$ cat src/rtl/dram_ref_pkg.sv
package dram_ref_pkg;
  typedef enum logic [1:0] {
    PH_WAIT = 2'd0,
    PH_INIT = 2'd1,
    PH_RUN  = 2'd2
  } ref_phase_e;

  function automatic int unsigned min_one(int unsigned v);
    return (v == 0) ? 1 : v;
  endfunction
endpackage

$ cat src/rtl/ref_powerup_ctl.sv
module ref_powerup_ctl
  import dram_ref_pkg::*;
#(
  parameter int unsigned STARTUP_CYC = 10000,
  parameter int unsigned INIT_REFS   = 8
) (
  input  logic       clk_i,
  input  logic       rst_ni,
  input  logic       accept_i,
  output ref_phase_e phase_o
);
  localparam int unsigned WAIT_W = $clog2(STARTUP_CYC + 1);
  localparam int unsigned INIT_W = $clog2(INIT_REFS + 1);
  localparam logic [WAIT_W-1:0] WAIT_LAST = WAIT_W'(STARTUP_CYC - 1);
  localparam logic [INIT_W-1:0] INIT_LAST = INIT_W'(INIT_REFS - 1);

  ref_phase_e        phase_q;
  logic [WAIT_W-1:0] wait_q;
  logic [INIT_W-1:0] init_q;

  always_ff @(posedge clk_i or negedge rst_ni) begin
    if (!rst_ni) begin
      phase_q <= PH_WAIT;
      wait_q  <= '0;
      init_q  <= '0;
    end else begin
      unique case (phase_q)
        PH_WAIT: begin
          if (wait_q == WAIT_LAST) phase_q <= PH_INIT;
          else                     wait_q  <= wait_q + 1'b1;
        end
        PH_INIT: begin
          if (accept_i) begin
            if (init_q == INIT_LAST) phase_q <= PH_RUN;
            init_q <= init_q + 1'b1;
          end
        end
        default: phase_q <= PH_RUN;
      endcase
    end
  end

  assign phase_o = phase_q;


  run_sticky_chk: assert property (@(posedge clk_i) disable iff (!rst_ni)
    (phase_q == PH_RUN) |=> (phase_q == PH_RUN));
endmodule

$ cat src/rtl/ref_interval_timer.sv
module ref_interval_timer #(
  parameter int unsigned INTERVAL_CYC = 781
) (
  input  logic clk_i,
  input  logic rst_ni,
  input  logic run_i,
  output logic tick_o
);
  localparam int unsigned CNT_W = $clog2(INTERVAL_CYC + 1);
  localparam logic [CNT_W-1:0] CNT_LAST = CNT_W'(INTERVAL_CYC - 1);

  logic [CNT_W-1:0] cnt_q;

  assign tick_o = run_i && (cnt_q == CNT_LAST);

  always_ff @(posedge clk_i or negedge rst_ni) begin
    if (!rst_ni)      cnt_q <= '0;
    else if (!run_i)  cnt_q <= '0;
    else if (tick_o)  cnt_q <= '0;
    else              cnt_q <= cnt_q + 1'b1;
  end
endmodule

$ cat src/rtl/ref_owed_ctr.sv
module ref_owed_ctr #(
  parameter int unsigned OWED_MAX = 8,
  localparam int unsigned OW = $clog2(OWED_MAX + 1)
) (
  input  logic          clk_i,
  input  logic          rst_ni,
  input  logic          inc_i,
  input  logic          dec_i,
  output logic [OW-1:0] owed_o,
  output logic          pend_o,
  output logic          urgent_o
);
  localparam logic [OW-1:0] FULL = OW'(OWED_MAX);

  logic [OW-1:0] owed_q;

  always_ff @(posedge clk_i or negedge rst_ni) begin
    if (!rst_ni) begin
      owed_q <= '0;
    end else begin
      unique case ({inc_i, dec_i})
        2'b10:   if (owed_q != FULL) owed_q <= owed_q + 1'b1;
        2'b01:   if (owed_q != '0)   owed_q <= owed_q - 1'b1;
        default: owed_q <= owed_q;
      endcase
    end
  end

  assign owed_o   = owed_q;
  assign pend_o   = (owed_q != '0);
  assign urgent_o = (owed_q == FULL);


  sat_hold_chk: assert property (@(posedge clk_i) disable iff (!rst_ni)
    (urgent_o && inc_i && !dec_i) |=> (owed_q == FULL));

  grant_dec_chk: assert property (@(posedge clk_i) disable iff (!rst_ni)
    (dec_i && !inc_i && pend_o) |=> (owed_q == $past(owed_q) - 1'b1));
endmodule

$ cat src/rtl/ref_row_ctr.sv
module ref_row_ctr #(
  parameter int unsigned ROWS = 2048,
  localparam int unsigned RW = $clog2(ROWS)
) (
  input  logic          clk_i,
  input  logic          rst_ni,
  input  logic          adv_i,
  output logic [RW-1:0] row_o
);
  logic [RW-1:0] row_q;
  logic [RW-1:0] row_nxt;

  generate
    if (ROWS == (1 << RW)) begin : g_pow2
      assign row_nxt = row_q + 1'b1;
    end else begin : g_wrap
      assign row_nxt = (row_q == RW'(ROWS - 1)) ? '0 : row_q + 1'b1;
    end
  endgenerate

  always_ff @(posedge clk_i or negedge rst_ni) begin
    if (!rst_ni)    row_q <= '0;
    else if (adv_i) row_q <= row_nxt;
  end

  assign row_o = row_q;


  row_step_chk: assert property (@(posedge clk_i) disable iff (!rst_ni)
    adv_i |=> (row_q == (($past(row_q) == RW'(ROWS - 1)) ? '0 : $past(row_q) + 1'b1)));

  row_hold_chk: assert property (@(posedge clk_i) disable iff (!rst_ni)
    !adv_i |=> $stable(row_q));
endmodule

$ cat src/rtl/dram_refresh_seq.sv
module dram_refresh_seq
  import dram_ref_pkg::*;
#(
  parameter int unsigned CLK_MHZ      = 50,
  parameter int unsigned STARTUP_US   = 200,
  parameter int unsigned RETENTION_US = 32000,
  parameter int unsigned ROWS         = 2048,
  parameter int unsigned INIT_REFS    = 8,
  parameter int unsigned OWED_MAX     = 8,
  localparam int unsigned ROW_W  = $clog2(ROWS),
  localparam int unsigned OWED_W = $clog2(OWED_MAX + 1)
) (
  input  logic              clk_i,
  input  logic              rst_ni,
  input  logic              ras_only_i,
  input  logic              grant_i,
  input  logic              host_req_i,
  output logic              ref_req_o,
  output logic              ref_ras_only_o,
  output logic [ROW_W-1:0]  ref_row_o,
  output logic [OWED_W-1:0] owed_o,
  output logic              urgent_o,
  output logic              init_done_o,
  output logic              host_gnt_o
);
  localparam int unsigned STARTUP_CYC  = min_one(STARTUP_US * CLK_MHZ);
  localparam int unsigned INTERVAL_CYC = min_one((RETENTION_US * CLK_MHZ) / ROWS);

  ref_phase_e       phase;
  logic             run;
  logic             tick;
  logic             pend;
  logic             accept;
  logic [ROW_W-1:0] row;

  assign run       = (phase == PH_RUN);
  assign ref_req_o = (phase == PH_INIT) || (run && pend);
  assign accept    = grant_i && ref_req_o;

  ref_powerup_ctl #(.STARTUP_CYC(STARTUP_CYC), .INIT_REFS(INIT_REFS)) u_pwr (
    .clk_i(clk_i), .rst_ni(rst_ni), .accept_i(accept), .phase_o(phase));

  ref_interval_timer #(.INTERVAL_CYC(INTERVAL_CYC)) u_tmr (
    .clk_i(clk_i), .rst_ni(rst_ni), .run_i(run), .tick_o(tick));

  ref_owed_ctr #(.OWED_MAX(OWED_MAX)) u_owed (
    .clk_i(clk_i), .rst_ni(rst_ni), .inc_i(tick), .dec_i(accept && run),
    .owed_o(owed_o), .pend_o(pend), .urgent_o(urgent_o));

  ref_row_ctr #(.ROWS(ROWS)) u_row (
    .clk_i(clk_i), .rst_ni(rst_ni), .adv_i(accept), .row_o(row));

  assign init_done_o    = run;
  assign host_gnt_o     = host_req_i && run;
  assign ref_ras_only_o = ras_only_i;
  assign ref_row_o      = ras_only_i ? row : '0;


  host_block_chk: assert property (@(posedge clk_i) disable iff (!rst_ni)
    host_gnt_o |-> init_done_o);

  startup_quiet_chk: assert property (@(posedge clk_i) disable iff (!rst_ni)
    !init_done_o && !ref_req_o |=> !init_done_o);
endmodule

$ cat config.mk
export PLATFORM = sky130hd
export DESIGN_NAME = dram_refresh_seq
export DESIGN_NICKNAME = d
export VERILOG_FILES = /design/src/rtl/dram_ref_pkg.sv /design/src/rtl/ref_powerup_ctl.sv /design/src/rtl/ref_interval_timer.sv /design/src/rtl/ref_owed_ctr.sv /design/src/rtl/ref_row_ctr.sv /design/src/rtl/dram_refresh_seq.sv
export SDC_FILE = /design/constraint.sdc
export NUM_CORES = 1
export LEC_CHECK = 0
export BUFFER_PORTS_ARGS = -buffer_cell sky130_fd_sc_hd__buf_2
export CAP_MARGIN = 20
export CORE_MARGIN = 1.5
export CORE_UTILIZATION = 60
export CTS_CLUSTER_SIZE = 40
export DETAILED_ROUTE_END_ITERATION = 16
export PLACE_DENSITY = 0.81
export SLEW_MARGIN = 20
export SYNTH_ARGS = -nofsm -noshare
export SYNTH_HDL_FRONTEND = slang
export SYNTH_HIERARCHICAL = 1
export SYNTH_SLANG_ARGS = --single-unit
$ cat constraint.sdc
create_clock -name clk_i -period 5 [get_ports clk_i]
set_input_delay 0.25 -clock clk_i [delete_from_list [all_inputs] [get_ports clk_i]]
set_output_delay 0.25 -clock clk_i [all_outputs]
set_load 0.1 [all_outputs]
==> results of run 1 <==
worst max-delay path, stage by stage (launching register included):
cell	delay (ps)
sky130_fd_sc_hd__dfrtp_1	440
sky130_fd_sc_hd__inv_1	80
sky130_fd_sc_hd__ha_1	140
sky130_fd_sc_hd__nand4b_1	170
sky130_fd_sc_hd__nor3_1	180
sky130_fd_sc_hd__and3_1	230
sky130_fd_sc_hd__nand2b_1	160
sky130_fd_sc_hd__xnor2_1	80
sky130_fd_sc_hd__ha_1	210
sky130_fd_sc_hd__or2_2	280
sky130_fd_sc_hd__o2bb2ai_1	180
sky130_fd_sc_hd__xor2_1	160
what timing repair did:
item,CTS,global route
endpoints found under the hold margin,0,10
hold buffers,0,1
buffers inserted,0,0
cells in the mapped netlist, types with 2 or more instances:
| library cell | n |
|---|---|
| sky130_fd_sc_hd__inv_1 | 9 |
| sky130_fd_sc_hd__nor2_1 | 15 |
| sky130_fd_sc_hd__or3_2 | 2 |
| sky130_fd_sc_hd__nor3_1 | 6 |
| sky130_fd_sc_hd__mux2_4 | 2 |
| sky130_fd_sc_hd__nand3_1 | 11 |
| sky130_fd_sc_hd__or4_4 | 2 |
| sky130_fd_sc_hd__ha_1 | 6 |
| sky130_fd_sc_hd__nand2b_1 | 3 |
| sky130_fd_sc_hd__nand4_1 | 5 |
| sky130_fd_sc_hd__o21ai_0 | 5 |
| sky130_fd_sc_hd__and3_1 | 5 |
| sky130_fd_sc_hd__xor2_1 | 13 |
| sky130_fd_sc_hd__or3_1 | 3 |
| sky130_fd_sc_hd__a21oi_1 | 5 |
| sky130_fd_sc_hd__nand2_1 | 14 |
| sky130_fd_sc_hd__dfrtp_1 | 45 |
| sky130_fd_sc_hd__and2_1 | 13 |
| sky130_fd_sc_hd__xnor2_1 | 16 |
worst max-delay path by stage:
stage                     cells after the start                    startpoint                      endpoint
after floorplan                               3  u_owed/owed_o[3]$_DFFE_PN0P_  u_owed/owed_o[1]$_DFFE_PN0P_
after global placement                       11      u_tmr/cnt_q[0]$_DFF_PN0_  u_owed/owed_o[2]$_DFFE_PN0P_
after detailed placement                     11      u_tmr/cnt_q[0]$_DFF_PN0_  u_owed/owed_o[2]$_DFFE_PN0P_
after CTS                                    11      u_tmr/cnt_q[0]$_DFF_PN0_  u_owed/owed_o[2]$_DFFE_PN0P_
after global routing                         11      u_tmr/cnt_q[0]$_DFF_PN0_  u_owed/owed_o[2]$_DFFE_PN0P_
final                                        11      u_tmr/cnt_q[0]$_DFF_PN0_  u_owed/owed_o[2]$_DFFE_PN0P_
logic make-up after synthesis:
family | synth area share (%)
AND/OR/NAND/NOR | 26.2
buffers and inverters | 1.95
multiplexers | 2.63
flip-flops | 47.4
AO/OA/AOI/OAI | 8.00
XOR/XNOR | 10.7
adder cells (fa/ha/maj) | 3.16
where the power goes:
part	internal (mW)	leakage [nW]	total (mW)	switching (mW)
logic	0.00446	0.641	0.0229	0.0184
registers	0.364	0.599	0.364	0
clock network	0.125	0.0542	0.241	0.116
total	0.493	1.29	0.627	0.134
area by class of cell:
cell class              count  area (sq um)  share of cell area (%)
multi-input cells         163          1200                    45.0
clock buffers               7          96.3                    3.60
clock inverters             1          5.00                   0.187
inverters                   9          33.8                    1.26
well taps                  48          60.1                    2.24
flip-flops and latches     45          1130                    42.1
repair buffers             26           150                    5.61
routing by layer:
| layer | vias to the layer above | global-route usage, % | wire [um] | share of wire (%) |
|---|---|---|---|---|
| li1 | 830 | - | - | - |
| met1 | 794 | 26.2 | 1960 | 46 |
| met2 | 30 | 37.1 | 2090 | 49 |
| met3 | 6 | 4.09 | 141 | 3.3 |
| met4 | 0 | 6.89 | 45 | 1.1 |
| met5 | - | 0 | 0 | 0 |
stage by stage:
stage	area [sq um]	instances	hold WS (ps)	total power, mW	utilization (%)
finish	2680	299	358	0.627	71.5
global route	2680	299	372	0.654	71.5
CTS	2650	297	145	0.633	70.7
detailed placement	2540	289	460	0.392	68.0
global placement	2540	289	446	0.392	68.0
floorplan	2380	219	-45.6	0.382	-
flip-flops by register name, indices dropped and copies added, names as in the netlist:
name	count
u_pwr/wait_q	14
u_row/row_o	11
u_tmr/cnt_q	10
u_owed/owed_o	4
u_pwr/init_q	4
u_pwr/phase_o	2
==> metrics.txt, run 1 <==
worst-case reg-to-reg path depth 11; DRC Markers 0; Synth async-reset ratio 100%; share of the synthesized area in the top cell type a little under half; Max rail drop VDD 0.206 mV; maximum fanout along the worst path 5; via count of the first global-routing pass approximately 1600; largest net degree at the start of global routing 46; row count 22; Critical R2R Launch u_tmr/cnt_q[0]$_DFF_PN0_; starting density of the core 63.5%; setup slack at placement ~2600 ps; Final setup violation count 0; most used cells in the layout excluding fill and tap cells sky130_fd_sc_hd__dfrtp_1 (45), sky130_fd_sc_hd__buf_2 (24), sky130_fd_sc_hd__xnor2_1 (16), sky130_fd_sc_hd__nor2_1 (15), sky130_fd_sc_hd__nand2_1 (14); violation count after the first detailed-routing iteration 72; actual slew at the worst max-slew pin just under 500 ps; fin. max-slew vios 0; peak clock frequency supported by timing around 420 MHz; die area between 4000 and 5000 sq um; setup TNS after final layout 0 ps; status finished, final reports clean; drt wl/cell around 14 um; capture instance of the worst register-to-register path u_owed/owed_o[2]$_DFFE_PN0P_; number of inserted filler cells in the final layout 289; number of register bits inferred by synthesis 45; required time at the endpoint of the critical path around 5200 ps; Crit Path Category reg2reg; number of cells produced by synthesis ~220; Cell Area, Synth between 2000 and 2500 sq um; tightest slew margin relative to the limit roughly two thirds; average cell area after synthesis between 10 and 15 sq um; first-pass GRT wire length approximately 7.1 mm; global-route usage over all layers a little over a fifth; Worst-path clk slew 80 ps; Hold Violations, Final 0; placeable core area roughly 3700 sq um; number of enable-type register cells in the synthesized netlist 0; power per cell area 234 nW/um^2; Cell variety after synth between 50 and 60; Sink Count 45; detailed-placement wirelength estimate approximately 2.9 mm; Max Buffers Root-to-Sink 2; Worst-Skew Late Latency 290 ps; total number of H-tree levels 2; arrival time at the worst endpoint about 2600 ps; post-synthesis to final-layout area growth 12.6%; TritonCTS clock tree built; # port buffers 24; total length of routed wires between 4 and 5 mm; clock root buffer master sky130_fd_sc_hd__clkbuf_8; Post-CTS Resized 0; sequential element share of the synthesized area between 40 and 50%; setup repair after global routing missed its margin false; element type at the critical path end flop; CTS buffer count 5; routability cong. just over 0.8; vias per inst roughly 5.6; total global routing overflow 0; Antenna Nets Post-Route 0; startpoint class of the critical path flop; Final Critical Period 2400 ps; Period Utilization, post-route between 40 and 50%; count of max-cap constraint violations 0; net count reported at finish ~260; minimum setup slack among reg-to-reg paths ~2600 ps; synth warn 6; Worst Hold Class in2async; leading register cell type out of synthesis sky130_fd_sc_hd__dfrtp_1; worst clock skew 6.51 ps; cell accounting for the most synthesized area sky130_fd_sc_hd__dfrtp_1; number of optimization iterations in the first detailed-route pass 4; synth top area cells sky130_fd_sc_hd__dfrtp_1 (47%), sky130_fd_sc_hd__xnor2_1 (5.9%), sky130_fd_sc_hd__xor2_1 (4.8%), sky130_fd_sc_hd__and2_1 (3.4%), sky130_fd_sc_hd__ha_1 (3.2%); post-route worst setup slack roughly 2600 ps; top-level I/O count 25; synthesized netlist net count between 200 and 250; Leakage Power approximately 1.3 nW; share of layout cells above drive strength 1 22.3%; antenna violations before repair 0; total via count in the routed design around 1700; overall die width around 66 um; Inserted Diodes 0; most frequent standard cell in the layout excluding fill and tap cells sky130_fd_sc_hd__dfrtp_1; Vert. Die Dim 65.9 um
Note: power is estimated with default switching activity, not from simulation.
==> run 2: changes to the inputs <==
--- a/config.mk
+++ b/config.mk
@@ -8,10 +8,10 @@
 export BUFFER_PORTS_ARGS = -buffer_cell sky130_fd_sc_hd__buf_2
 export CAP_MARGIN = 20
 export CORE_MARGIN = 1.5
-export CORE_UTILIZATION = 60
+export CORE_UTILIZATION = 58
 export CTS_CLUSTER_SIZE = 40
 export DETAILED_ROUTE_END_ITERATION = 16
-export PLACE_DENSITY = 0.81
+export PLACE_DENSITY = 0.79
 export SLEW_MARGIN = 20
 export SYNTH_ARGS = -nofsm -noshare
 export SYNTH_HDL_FRONTEND = slang
==> constraint.sdc (replaced) <==
create_clock -name clk_i -period 2.3 [get_ports clk_i]
set_input_delay 0.115 -clock clk_i [delete_from_list [all_inputs] [get_ports clk_i]]
set_output_delay 0.115 -clock clk_i [all_outputs]
set_load 0.1 [all_outputs]
==> run 2 against run 1 <==
Sequential cell count unchanged. Sequential power increased by 120%. Final cell count rose by 4.3%. Die area increased by 3.3%.
==> metrics.txt, run 2 (synthesis gave the netlist of run 1 again) <==
Leakage Power approximately 1.3 nW; power consumption about 1.4 mW; TritonCTS clock tree built; overall die width about 67 um; DRC Markers 0; Hold Violations, Final 0; required time at the endpoint of the critical path ~2500 ps; Worst-path clk slew about 90 ps; first-pass GRT wire length 6.98 mm; Worst-Skew Late Latency approximately 300 ps; placeable core area about 4000 sq um; Largest register FFs 14; filler-free cell count of the finished design 312; antenna violations before repair 0; power per cell area 510 nW/um^2; most used cells in the layout excluding fill and tap cells sky130_fd_sc_hd__dfrtp_1 (41), sky130_fd_sc_hd__buf_2 (24), sky130_fd_sc_hd__xnor2_1 (16), sky130_fd_sc_hd__nor2_1 (15), sky130_fd_sc_hd__nand2_1 (14); Final Critical Period 2190 ps; setup TNS after final layout 0 ps; share of layout cells above drive strength 1 29.4%; peak clock frequency supported by timing between 400 and 500 MHz; final core utilization between 70 and 80%; CP max-delay cell sky130_fd_sc_hd__or4_4; Max Buffers Root-to-Sink 2; relative contribution of sequential cells to total power a little under three fifths; element type at the critical path end flop; Max rail drop VDD around 0.40 mV; startpoint class of the critical path flop; violation count after the first detailed-routing iteration between 90 and 100; Hold WS between 300 and 400 ps; net count reported at finish 272; # port buffers 24; most frequent standard cell in the layout excluding fill and tap cells sky130_fd_sc_hd__dfrtp_1; via count of the first global-routing pass between 1500 and 2000; global-route usage over all layers 20.5%; setup slack at placement approximately 86 ps; fin. max-slew vios 0; net switching power 0.313 mW; Comb power frac ~3.4%; clock network fraction of total power 41.6%; routability cong. approximately 0.75; status finished, final reports clean; net switching share of the total power roughly 22%; Largest Register u_pwr/wait_q; area of all placed cells without fillers ~2800 sq um; arrival time at the worst endpoint around 2400 ps; die area ~4500 sq um; largest net degree at the start of global routing 37; clock root buffer master sky130_fd_sc_hd__clkbuf_8; Antenna Nets Post-Route 0; Internal ~1.1 mW; total global routing overflow 0; count of max-cap constraint violations 0; detailed-placement wirelength estimate 2.85 mm; Final setup violation count 0; maximum fanout along the worst path 4; wire length the detailed router placed on met1 about 1.9 mm; CTS buffer count 5; post-route worst setup slack 113 ps; starting density of the core 59.9%; Worst Hold Class in2reg; total number of H-tree levels 2; Met3 Wirelength approximately 150 um; top-level I/O count 25; row count 23; area after detailed placement about 2700 sq um; Crit Path Category reg2reg; actual slew at the worst max-slew pin ~800 ps; Inserted Diodes 0; placed instance count 302; highest metal layer with signal wires met4; maximum single-stage delay on the critical path between 500 and 600 ps; routed length on met2 ~2.0 mm; total length of routed wires just over 4 mm; drt wl/cell between 10 and 15 um; worst clock skew between 6 and 7 ps; tightest slew margin relative to the limit a little under half; setup repair after global routing missed its margin false; Sink Count 45; chain of cells forming the critical path or4_4, and3_4, nand2b_4, xnor2_1, ha_1, or2_2, o2bb2ai_2, xor2_1; Vert. Die Dim 67.0 um; Period Utilization, post-route 95.1%; vias per inst about 5.5; post-synthesis to final-layout area growth 18.5%; number of optimization iterations in the first detailed-route pass 4; total via count in the routed design between 1500 and 2000; minimum setup slack among reg-to-reg paths between 100 and 150 ps
run 2: cell count changes in the layout (fill, tap and decap cells not counted), moves of 2 or more:
cell | previous run | this run
sky130_fd_sc_hd__buf_4 | 0 | 12
sky130_fd_sc_hd__dfrtp_1 | 45 | 41
sky130_fd_sc_hd__dfrtp_4 | 0 | 3
sky130_fd_sc_hd__and3_1 | 5 | 3
sky130_fd_sc_hd__and3_4 | 0 | 2
sky130_fd_sc_hd__clkbuf_8 | 7 | 5
run 2: what timing repair did:
action | 4_1_cts | 5_1_grt
setup endpoints to repair | 0 | 1
buffers inserted | 0 | 1
resized for setup | 0 | 4
endpoints found under the hold margin | 34 | 0
hold buffers | 1 | 0
run 2: critical path: cells and delay by family (launching register included):
kind	cells	cell delay, ps
compound gates	1	150
flops	1	480
xor+xnor	2	210
simple gates	4	1070
fa+ha+maj	1	210
run 2: power groups by stage:
stage	logic, mW	registers [mW]	clock network (mW)
floorplan	0.0249	0.806	0
global placement	0.0478	0.806	0
detailed placement	0.0487	0.806	0
CTS	0.0501	0.790	0.616
global route	0.0537	0.790	0.656
finish	0.0487	0.790	0.598
run 2: final timing paths:
| path | start | endpoint | cells after the start |
|---|---|---|---|
| max | u_owed/owed_o[1]$_DFFE_PN0P_ | u_owed/owed_o[2]$_DFFE_PN0P_ | 8 |
| min in group asynchronous | rst_ni | u_owed/owed_o[3]$_DFFE_PN0P_ | 2 |
| max reg2reg | u_owed/owed_o[1]$_DFFE_PN0P_ | u_owed/owed_o[2]$_DFFE_PN0P_ | 8 |
| max in group asynchronous | rst_ni | u_pwr/wait_q[10]$_DFFE_PN0P_ | 3 |
| min | grant_i | u_row/row_o[0]$_DFFE_PN0P_ | 4 |
| min reg2reg | u_pwr/wait_q[13]$_DFFE_PN0P_ | u_pwr/wait_q[13]$_DFFE_PN0P_ | 1 |
run 2: routing by layer:
layer,global-route usage (%),vias to the layer above
met4,5.36,0
met5,0,-
met2,34.0,30
met1,26.1,829
li1,-,848
met3,6.08,7
run 2: area by class of cell:
class | count | area (sq um)
Timing Repair Buffer | 37 | 220
Clock inverter | 3 | 46.3
Tap cell | 50 | 62.6
Inverter | 9 | 33.8
Clock buffer | 5 | 68.8
Fill cell | 279 | 1150
Sequential cell | 45 | 1140
Multi-Input combinational cell | 163 | 1250
